**src/rtl/mmu_pkg.sv**
```systemverilog
package mmu_pkg;

  typedef enum logic [2:0] {
    PORT_FRAME  = 3'd0,
    PORT_PPN_HI = 3'd4,
    PORT_PPN_LO = 3'd5
  } mmu_port_e;

  // reset page for a frame: ROM at the bottom, SRAM at the top, identity between
  function automatic logic [31:0] reset_ppn(int unsigned idx, int unsigned last,
                                            int unsigned rom, int unsigned sram);
    if (idx == 0)    return 32'(rom);
    if (idx == last) return 32'(sram);
    return 32'(idx);
  endfunction

endpackage

```
**src/rtl/mmu_io_decode.sv**
```systemverilog
module mmu_io_decode #(
  parameter int unsigned FRAME_W = 4
) (
  input  logic               clk_i,
  input  logic               rst_ni,
  input  logic               io_sel_i,
  input  logic               io_we_i,
  input  logic [2:0]         io_offs_i,
  input  logic [FRAME_W-1:0] frame_d_i,
  output logic               hi_we_o,
  output logic               lo_we_o,
  output logic [FRAME_W-1:0] cur_frame_o
);
  import mmu_pkg::*;

  logic wr_en;
  logic frame_we;
  logic [FRAME_W-1:0] cur_frame_q;

  assign wr_en    = io_sel_i & io_we_i;
  assign frame_we = wr_en && (io_offs_i == PORT_FRAME);
  assign hi_we_o  = wr_en && (io_offs_i == PORT_PPN_HI);
  assign lo_we_o  = wr_en && (io_offs_i == PORT_PPN_LO);

  always_ff @(posedge clk_i or negedge rst_ni) begin
    if (!rst_ni)       cur_frame_q <= '0;
    else if (frame_we) cur_frame_q <= frame_d_i;
  end

  assign cur_frame_o = cur_frame_q;

endmodule

```
**src/rtl/mmu_frame_table.sv**
```systemverilog
module mmu_frame_table #(
  parameter int unsigned FRAME_W  = 4,
  parameter int unsigned PPN_W    = 14,
  parameter int unsigned ROM_PPN  = 32'h2000,
  parameter int unsigned SRAM_PPN = 32'h2001,
  localparam int unsigned NFRAMES = 1 << FRAME_W,
  localparam int unsigned HI_W    = PPN_W - 8
) (
  input  logic                            clk_i,
  input  logic                            rst_ni,
  input  logic                            hi_we_i,
  input  logic                            lo_we_i,
  input  logic [FRAME_W-1:0]              cur_frame_i,
  input  logic [HI_W-1:0]                 hi_d_i,
  input  logic [7:0]                      lo_d_i,
  output logic [NFRAMES-1:0][PPN_W-1:0]   ppn_tab_o,
  output logic [PPN_W-1:0]                cur_ppn_o
);

  for (genvar g = 0; g < NFRAMES; g++) begin : g_frame
    localparam logic [PPN_W-1:0] RST_PPN =
      PPN_W'(mmu_pkg::reset_ppn(g, NFRAMES - 1, ROM_PPN, SRAM_PPN));

    logic hit;
    logic [PPN_W-1:0] ppn_q;

    assign hit = (cur_frame_i == FRAME_W'(g));

    always_ff @(posedge clk_i or negedge rst_ni) begin
      if (!rst_ni) begin
        ppn_q <= RST_PPN;
      end else begin
        if (hi_we_i && hit) ppn_q[PPN_W-1:8] <= hi_d_i;
        if (lo_we_i && hit) ppn_q[7:0]       <= lo_d_i;
      end
    end

    assign ppn_tab_o[g] = ppn_q;
  end

  assign cur_ppn_o = ppn_tab_o[cur_frame_i];

endmodule

```
**src/rtl/mmu_xlate.sv**
```systemverilog
module mmu_xlate #(
  parameter int unsigned ADDR_W    = 16,
  parameter int unsigned PAGE_BITS = 12,
  parameter int unsigned PPN_W     = 14,
  localparam int unsigned FRAME_W  = ADDR_W - PAGE_BITS,
  localparam int unsigned NFRAMES  = 1 << FRAME_W
) (
  input  logic [ADDR_W-1:0]              cpu_addr_i,
  input  logic [NFRAMES-1:0][PPN_W-1:0]  ppn_tab_i,
  output logic [PPN_W+PAGE_BITS-1:0]     phys_addr_o
);

  logic [FRAME_W-1:0] frame;

  assign frame       = cpu_addr_i[ADDR_W-1:PAGE_BITS];
  assign phys_addr_o = {ppn_tab_i[frame], cpu_addr_i[PAGE_BITS-1:0]};

endmodule

```
**src/rtl/paged_mmu.sv**
```systemverilog
module paged_mmu #(
  parameter int unsigned ADDR_W    = 16,
  parameter int unsigned PAGE_BITS = 12,
  parameter int unsigned PHYS_W    = 26,
  parameter int unsigned ROM_PPN   = 32'h2000,
  parameter int unsigned SRAM_PPN  = 32'h2001
) (
  input  logic              clk_i,
  input  logic              rst_ni,
  input  logic [ADDR_W-1:0] cpu_addr_i,
  output logic [PHYS_W-1:0] phys_addr_o,
  input  logic              io_sel_i,
  input  logic              io_we_i,
  input  logic [2:0]        io_offs_i,
  input  logic [7:0]        io_wdata_i,
  output logic [7:0]        io_rdata_o
);
  import mmu_pkg::*;

  localparam int unsigned FRAME_W = ADDR_W - PAGE_BITS;
  localparam int unsigned NFRAMES = 1 << FRAME_W;
  localparam int unsigned PPN_W   = PHYS_W - PAGE_BITS;
  localparam int unsigned HI_W    = PPN_W - 8;

  logic                           hi_we, lo_we;
  logic [FRAME_W-1:0]             cur_frame;
  logic [NFRAMES-1:0][PPN_W-1:0]  ppn_tab;
  logic [PPN_W-1:0]               cur_ppn;

  mmu_io_decode #(.FRAME_W(FRAME_W)) u_dec (
    .clk_i       (clk_i),
    .rst_ni      (rst_ni),
    .io_sel_i    (io_sel_i),
    .io_we_i     (io_we_i),
    .io_offs_i   (io_offs_i),
    .frame_d_i   (io_wdata_i[FRAME_W-1:0]),
    .hi_we_o     (hi_we),
    .lo_we_o     (lo_we),
    .cur_frame_o (cur_frame)
  );

  mmu_frame_table #(
    .FRAME_W  (FRAME_W),
    .PPN_W    (PPN_W),
    .ROM_PPN  (ROM_PPN),
    .SRAM_PPN (SRAM_PPN)
  ) u_tab (
    .clk_i       (clk_i),
    .rst_ni      (rst_ni),
    .hi_we_i     (hi_we),
    .lo_we_i     (lo_we),
    .cur_frame_i (cur_frame),
    .hi_d_i      (io_wdata_i[HI_W-1:0]),
    .lo_d_i      (io_wdata_i),
    .ppn_tab_o   (ppn_tab),
    .cur_ppn_o   (cur_ppn)
  );

  mmu_xlate #(
    .ADDR_W    (ADDR_W),
    .PAGE_BITS (PAGE_BITS),
    .PPN_W     (PPN_W)
  ) u_xl (
    .cpu_addr_i  (cpu_addr_i),
    .ppn_tab_i   (ppn_tab),
    .phys_addr_o (phys_addr_o)
  );

  always_comb begin
    case (io_offs_i)
      PORT_FRAME:  io_rdata_o = 8'(cur_frame);
      PORT_PPN_HI: io_rdata_o = 8'(cur_ppn[PPN_W-1:8]);
      PORT_PPN_LO: io_rdata_o = cur_ppn[7:0];
      default:     io_rdata_o = '0;
    endcase
  end

endmodule

```
**config.mk**
```make
export PLATFORM = sky130hd
export DESIGN_NAME = paged_mmu
export DESIGN_NICKNAME = d
export VERILOG_FILES = /design/src/rtl/mmu_pkg.sv /design/src/rtl/mmu_io_decode.sv /design/src/rtl/mmu_frame_table.sv /design/src/rtl/mmu_xlate.sv /design/src/rtl/paged_mmu.sv
export SDC_FILE = /design/constraint.sdc
export NUM_CORES = 1
export LEC_CHECK = 0
export CAP_MARGIN = 10
export CORE_UTILIZATION = 33
export CTS_BUF_LIST = sky130_fd_sc_hd__clkbuf_16
export DETAILED_ROUTE_END_ITERATION = 10
export GPL_ROUTABILITY_DRIVEN = 0
export PLACE_DENSITY = 0.57
export REMOVE_ABC_BUFFERS = 1
export SLEW_MARGIN = 5
export SYNTH_ARGS = -nofsm -noshare
export SYNTH_HDL_FRONTEND = slang
export SYNTH_SLANG_ARGS = --single-unit
```
**constraint.sdc**
```tcl
create_clock -name clk_i -period 4.3 [get_ports clk_i]
set_input_delay 1.29 -clock clk_i [delete_from_list [all_inputs] [get_ports clk_i]]
set_output_delay 1.29 -clock clk_i [all_outputs]
set_load 0.02 [all_outputs]
```
==> flow_summary.ini, run 1 <==
[logic_synthesis]
ys_types = 45
syn_area_um2 = 12500
avgSynthCellArea_um2 = 16.5
ys_seq_area_frac = 0.461
ys_seq_elements = 228
yosysWarnings = 0
synthCells = 755
synth_edf_count = 0
async_flop_share = 1.00
synth_largest_area_cell = dfrtp_1
netlist.area_leader.share = 0.395
ys_top_cells_by_area = dfrtp_1, mux4_2, mux2_2
synth_flop_cell = dfrtp_1

[global_route]
first_global_vias = 7813
grtUsageTotal = 0.182
antenna_found_initial = 0
gr-total-overflow = 0
grt_max_degree = 98
grt_first_pass_wirelength_um = 52100

[timing]
clock.fmax_mhz = 235
timing.final.max_slew_violations = 0
finalSetupViolations = 0
fin_crit_sh = 0.988
hold_viol = 0
slew_headroom = 0.207
layout_setup_ws_ps = 52.3
min_period_ps = 4250
clock_skew_ps = 14.6
rsz0062_at_grt = false
worstMarginPinSlew_ps = 1190

[critical_path]
crit_buf_inv = 3
crit_path_top_delay_cell = mux4_2
critPathLaunchType = input pin
cpPeakStageDelay_ps = 490
cp-end-kind = output port
crit_top_cell = mux4_2
path_cells = buf_12, buf_16, mux4_2, mux4_2, dlygate4sd2_1
cp_max_fo = 7
critPathRequiredTime_ps = 3010
cp.arrival_ps = 2960
worst-setup-path-type = input pin to output port
cpLargestDelayFamily = multiplexers

[detailed_routing]
wirelength_um = 34200
final_antenna_net_count = 0
drc_errors = 0
wl_per_cell_um = 25.0
drtPass1Iterations = 4
vias = 7361
dr.first_iter.drc_count = 448
viasPerCell = 5.38

[die]
die_area_um2 = 38600
start_util = 0.338
die_x_um = 196
ios = 65
core.rowCount = 70
die_h_um = 196
core_area_um2 = 36900

[run]
drv_cap = 0

[clock_network]
clk_path_buf_depth = 3
clkSinkCount = 228
cts_tree = built
insertion_delay_ps = 540
cts_buffers = 25
clock-root-buffer = clkbuf_16
cts.clk_slew.worst_paths_ps = 60
htree_levels = 1

[status]
status = finished clean

[placed_design]
placedCellCount = 1314
port_buffers = 40
hpwl_um = 22300
post-place-ws_ps = -334

[cells_and_area]
layout_commonest_cell = mux2_2
n_antenna_cell = 0
instances_no_fill = 1368
area_growth_pct = 19.1
final_layout_size_suffix_gt1_frac = 0.637
most-common-layout-cells = mux2_2, dfrtp_1, mux4_2
final_nets = 879

[power_and_ir_drop]
ir_drop_mv = 0.252
design_power_total_mw = 5.67
power.density_nw_per_um2 = 382
p_leak_nw = 6.50

[hold_path]
hold_path_class = register to register
[final timing paths]
path	startpoint	end	slack [ps]	cells past startpoint
setup reg to reg	u_dec.cur_frame_o[0]$_DFFE_PN0P_	u_tab.g_frame[2].ppn_q[8]$_DFFE_PN0P_	1720	7
hold reg to reg	u_tab.g_frame[0].ppn_q[8]$_DFFE_PN0P_	u_tab.g_frame[0].ppn_q[8]$_DFFE_PN0P_	520	1
max in group asynchronous	rst_ni	u_tab.g_frame[13].ppn_q[2]$_DFFE_PN1P_	2660	2
setup / recovery	cpu_addr_i[12]	phys_addr_o[25]	50	5
min in group asynchronous	rst_ni	u_tab.g_frame[7].ppn_q[7]$_DFFE_PN0P_	760	1
hold / removal	u_tab.g_frame[0].ppn_q[8]$_DFFE_PN0P_	u_tab.g_frame[0].ppn_q[8]$_DFFE_PN0P_	520	1
[cells by family after synthesis]
kind of cell / synth area share
mux: 0.457
simple gates: 0.0373
compound gates: 0.0120
flops: 0.461
buf+inv: 0.0325
[synth_stat cells, types with 3 or more instances]
| library cell | number |
|---|---|
| dfrtp_1 | 197 |
| a22o_1 | 6 |
| o21ai_0 | 3 |
| nand3_1 | 8 |
| buf_2 | 12 |
| mux2_4 | 8 |
| mux4_1 | 11 |
| mux2_1 | 5 |
| nor2_2 | 6 |
| nand2_1 | 4 |
| mux2_2 | 216 |
| buf_4 | 18 |
| mux2i_1 | 3 |
| mux4_2 | 122 |
| nor2_1 | 18 |
| dfstp_2 | 31 |
| nor3_2 | 6 |
| clkbuf_1 | 37 |
| buf_6 | 4 |
| nor4_4 | 4 |
| and2_1 | 4 |
| or3_1 | 3 |
[through the flow]
step           cell area (µm²)   util  setup TNS (ps)  hold WS [ps]
2_1_floorplan            12100      -           -5690           477
3_3_place_gp             13900  0.377           -5590           501
3_5_place_dp             13900  0.377           -5510           503
4_1_cts                  14800  0.401           -4.92           524
5_1_grt                  14800  0.402               0           547
6_report                 14800  0.402               0           520
[metal layers]
metal  vias up  share of wire  global-route usage
li1       3161              -                   -
met1      4021           0.45               0.253
met2       146           0.50               0.299
met3        33          0.041              0.0287
met4         0          0.015              0.0399
met5         -              0                   0
[final cells by class]
cell class	count	area, µm²
multi-input cells	452	6330
repair buffers	140	1420
clock buffers	25	626
fillers	3362	22000
well taps	504	631
inverters	1	3.75
clock inverters	18	86.3
flip-flops and latches	228	5750
[repair_timing]
item                                    in CTS  in global routing
gates cloned                                 3                  1
pin swaps                                    0                  0
setup buffers                                5                  1
resized for setup                           50                 13
hold buffers                                 0                  0
endpoints found under the setup margin      22                 15
[where the power goes]
part	internal, mW	total (mW)	leakage [nW]	switching, mW
Sequential	2.33	2.50	3.02	0.165
Combinational	0.683	1.24	3.12	0.558
Clock	1.05	1.93	0.357	0.880
[sequential cells by signal, indices dropped and copies added, names as in the netlist]
name,flops
u_tab.g_frame.ppn_q,224
u_dec.cur_frame_o,4
No activity file was read; power rests on OpenSTA's default activity.
==> inputs of run 2 (changes only) <==
==> constraint.sdc (replaced) <==
create_clock -name clk_i -period 5.03 [get_ports clk_i]
set_input_delay 1.509 -clock clk_i [delete_from_list [all_inputs] [get_ports clk_i]]
set_output_delay 1.509 -clock clk_i [all_outputs]
set_load 0.02 [all_outputs]
==> run 2 against run 1 <==
Net effect:
- critical path depth is the same
- global-route usage shrank 0.41 points
- sequential share of layout area grew 1.1 points
- largest cell class unchanged
==> flow_summary.ini, run 2 (same netlist as run 1, synthesis figures left out) <==
[status]
status = finished clean

[timing]
finalSetupViolations = 0
slew_headroom = 0.162
clock.fmax_mhz = 200
min_period_ps = 5010
worstMarginPinSlew_ps = 1250
hold_viol = 0
clock_skew_ps = 12.2
timing.final.max_slew_violations = 0
fin_crit_sh = 0.996
rsz0062_at_grt = true
tns_ps = 0

[cells_and_area]
regMostFlops = u_tab.g_frame.ppn_q
layout_commonest_cell = mux2_2
final_area_um2 = 14400
final_layout_size_suffix_gt1_frac = 0.599
final_nets = 838
register_area_um2 = 5750
multiInputGateArea_um2 = 6330
largest_reg_flops = 224
area_growth_pct = 15.7
most-common-layout-cells = mux2_2, dfrtp_1, mux4_2
fill_cells = 3393

[detailed_routing]
dr.first_iter.drc_count = 433
wirelength_um = 33500
drtPass1Iterations = 4
vias = 7296
wl_per_cell_um = 25.2
drc_errors = 0
viasPerCell = 5.49
final_antenna_net_count = 0

[die]
start_util = 0.338
core_area_um2 = 36900
die_h_um = 196
core.rowCount = 70
ios = 65
die_x_um = 196
die_area_um2 = 38600

[clock_network]
cts.clk_slew.worst_paths_ps = 50
clk_path_buf_depth = 3
cts_tree = built
clock-root-buffer = clkbuf_16
postCtsHoldBufs = 0
htree_levels = 1
insertion_delay_ps = 520
clkSinkCount = 228
cts_buffers = 25

[power_and_ir_drop]
p_switching_mw = 1.34
p_int_mw = 3.46
design_power_total_mw = 4.80
p_leak_nw = 6.39
ir_drop_mv = 0.216
p_sw_frac = 0.278
p_comb_frac = 0.195
power.density_nw_per_um2 = 333
clock_power_share = 0.351
seqPwrFrac = 0.454

[placed_design]
port_buffers = 40
hpwl_um = 21600
dpl_cell_area_um2 = 13600

[critical_path]
startpoint = cpu_addr_i[12]
critPathLaunchType = input pin
worst-setup-path-type = input pin to output port
cp.arrival_ps = 3500
reg2reg_from = u_dec.cur_frame_o[2]$_DFFE_PN0P_
cp_max_fo = 27
critPathRequiredTime_ps = 3520
cp-end-kind = output port

[global_route]
antenna_found_initial = 1
first_global_vias = 7613
grt_first_pass_wirelength_um = 51100
grtUsageTotal = 0.177
grt_max_degree = 99
gr-total-overflow = 0

[hold_path]
hold_path_class = register to register
worstHoldStart = u_tab.g_frame[11].ppn_q[12]$_DFFE_PN0P_

[run]
drv_cap = 0
[run 2: changes by cell type in the layout (fill, tap and decap cells not counted), moves of 4 or more]
cell / before / now
dlymetal6s2s_1: 0 / 9
inv_1: 4 / 11
buf_12: 14 / 7
buf_4: 80 / 52
clkbuf_2: 5 / 0
clkdlybuf4s50_1: 14 / 23
clkdlybuf4s15_1: 4 / 0
clkdlybuf4s15_2: 6 / 0
[run 2: path summary, 6_finish.rpt]
path,slack (ps),end,depth (start not counted)
worst max-delay path,20,phys_addr_o[17],5
worst min-delay path,520,u_tab.g_frame[11].ppn_q[12]$_DFFE_PN0P_,1
worst max register to register,2230,u_tab.g_frame[7].ppn_q[4]$_DFFE_PN0P_,4
worst min register to register,520,u_tab.g_frame[11].ppn_q[12]$_DFFE_PN0P_,1
max in group asynchronous,2800,u_tab.g_frame[8].ppn_q[11]$_DFFE_PN0P_,2
min in group asynchronous,1040,u_tab.g_frame[3].ppn_q[7]$_DFFE_PN0P_,1
[run 2: timing repair]
action	in CTS	in global routing
gates resized for setup	6	12
endpoints found under the setup margin	11	12
buffers inserted	1	1
[run 2: power by group through the flow]
stage / Combinational, mW / Clock (mW) / Sequential [mW]
after detailed placement: 0.896 / 0 / 2.24
after global placement: 0.885 / 0 / 2.24
after CTS: 0.924 / 1.73 / 2.19
final: 0.937 / 1.69 / 2.18
after global routing: 1.00 / 1.81 / 2.20
after floorplan: 0.544 / 0 / 2.20
[run 2: layer usage]
| metal | global-route usage | share of wire | wire length, µm |
|---|---|---|---|
| met3 | 0.0262 | 0.051 | 1720 |
| met2 | 0.289 | 0.49 | 16400 |
| met4 | 0.0414 | 0.018 | 593 |
| met1 | 0.250 | 0.44 | 14900 |
| met5 | 0 | 0 | 0 |
[run 2: final cells by class]
class | count | share of cell area
Multi-Input combinational cell | 452 | 0.439
Clock buffer | 25 | 0.0434
Clock inverter | 20 | 0.00764
Antenna cell | 1 | 0.000174
Sequential cell | 228 | 0.399
Timing Repair Buffer | 99 | 0.0669
Tap cell | 504 | 0.0437
Inverter | 1 | 0.000260
[run 2: worst max-delay path: stages]
cell and delay (ps):
buf_4 130, buf_12 230, mux4_2 550, mux4_2 490, clkdlybuf4s50_1 560
[run 2: stage by stage]
stage                     utilization  worst slack [ps]  hold WS, ps  std cells
after floorplan                     -              -355          477        681
after global placement          0.369             -19.5          503       1282
after detailed placement        0.369             -26.6          504       1282
after CTS                       0.389            0.0859          525       1328
after global routing            0.391             -37.7          536       1330
final                           0.391              22.0          521       1330
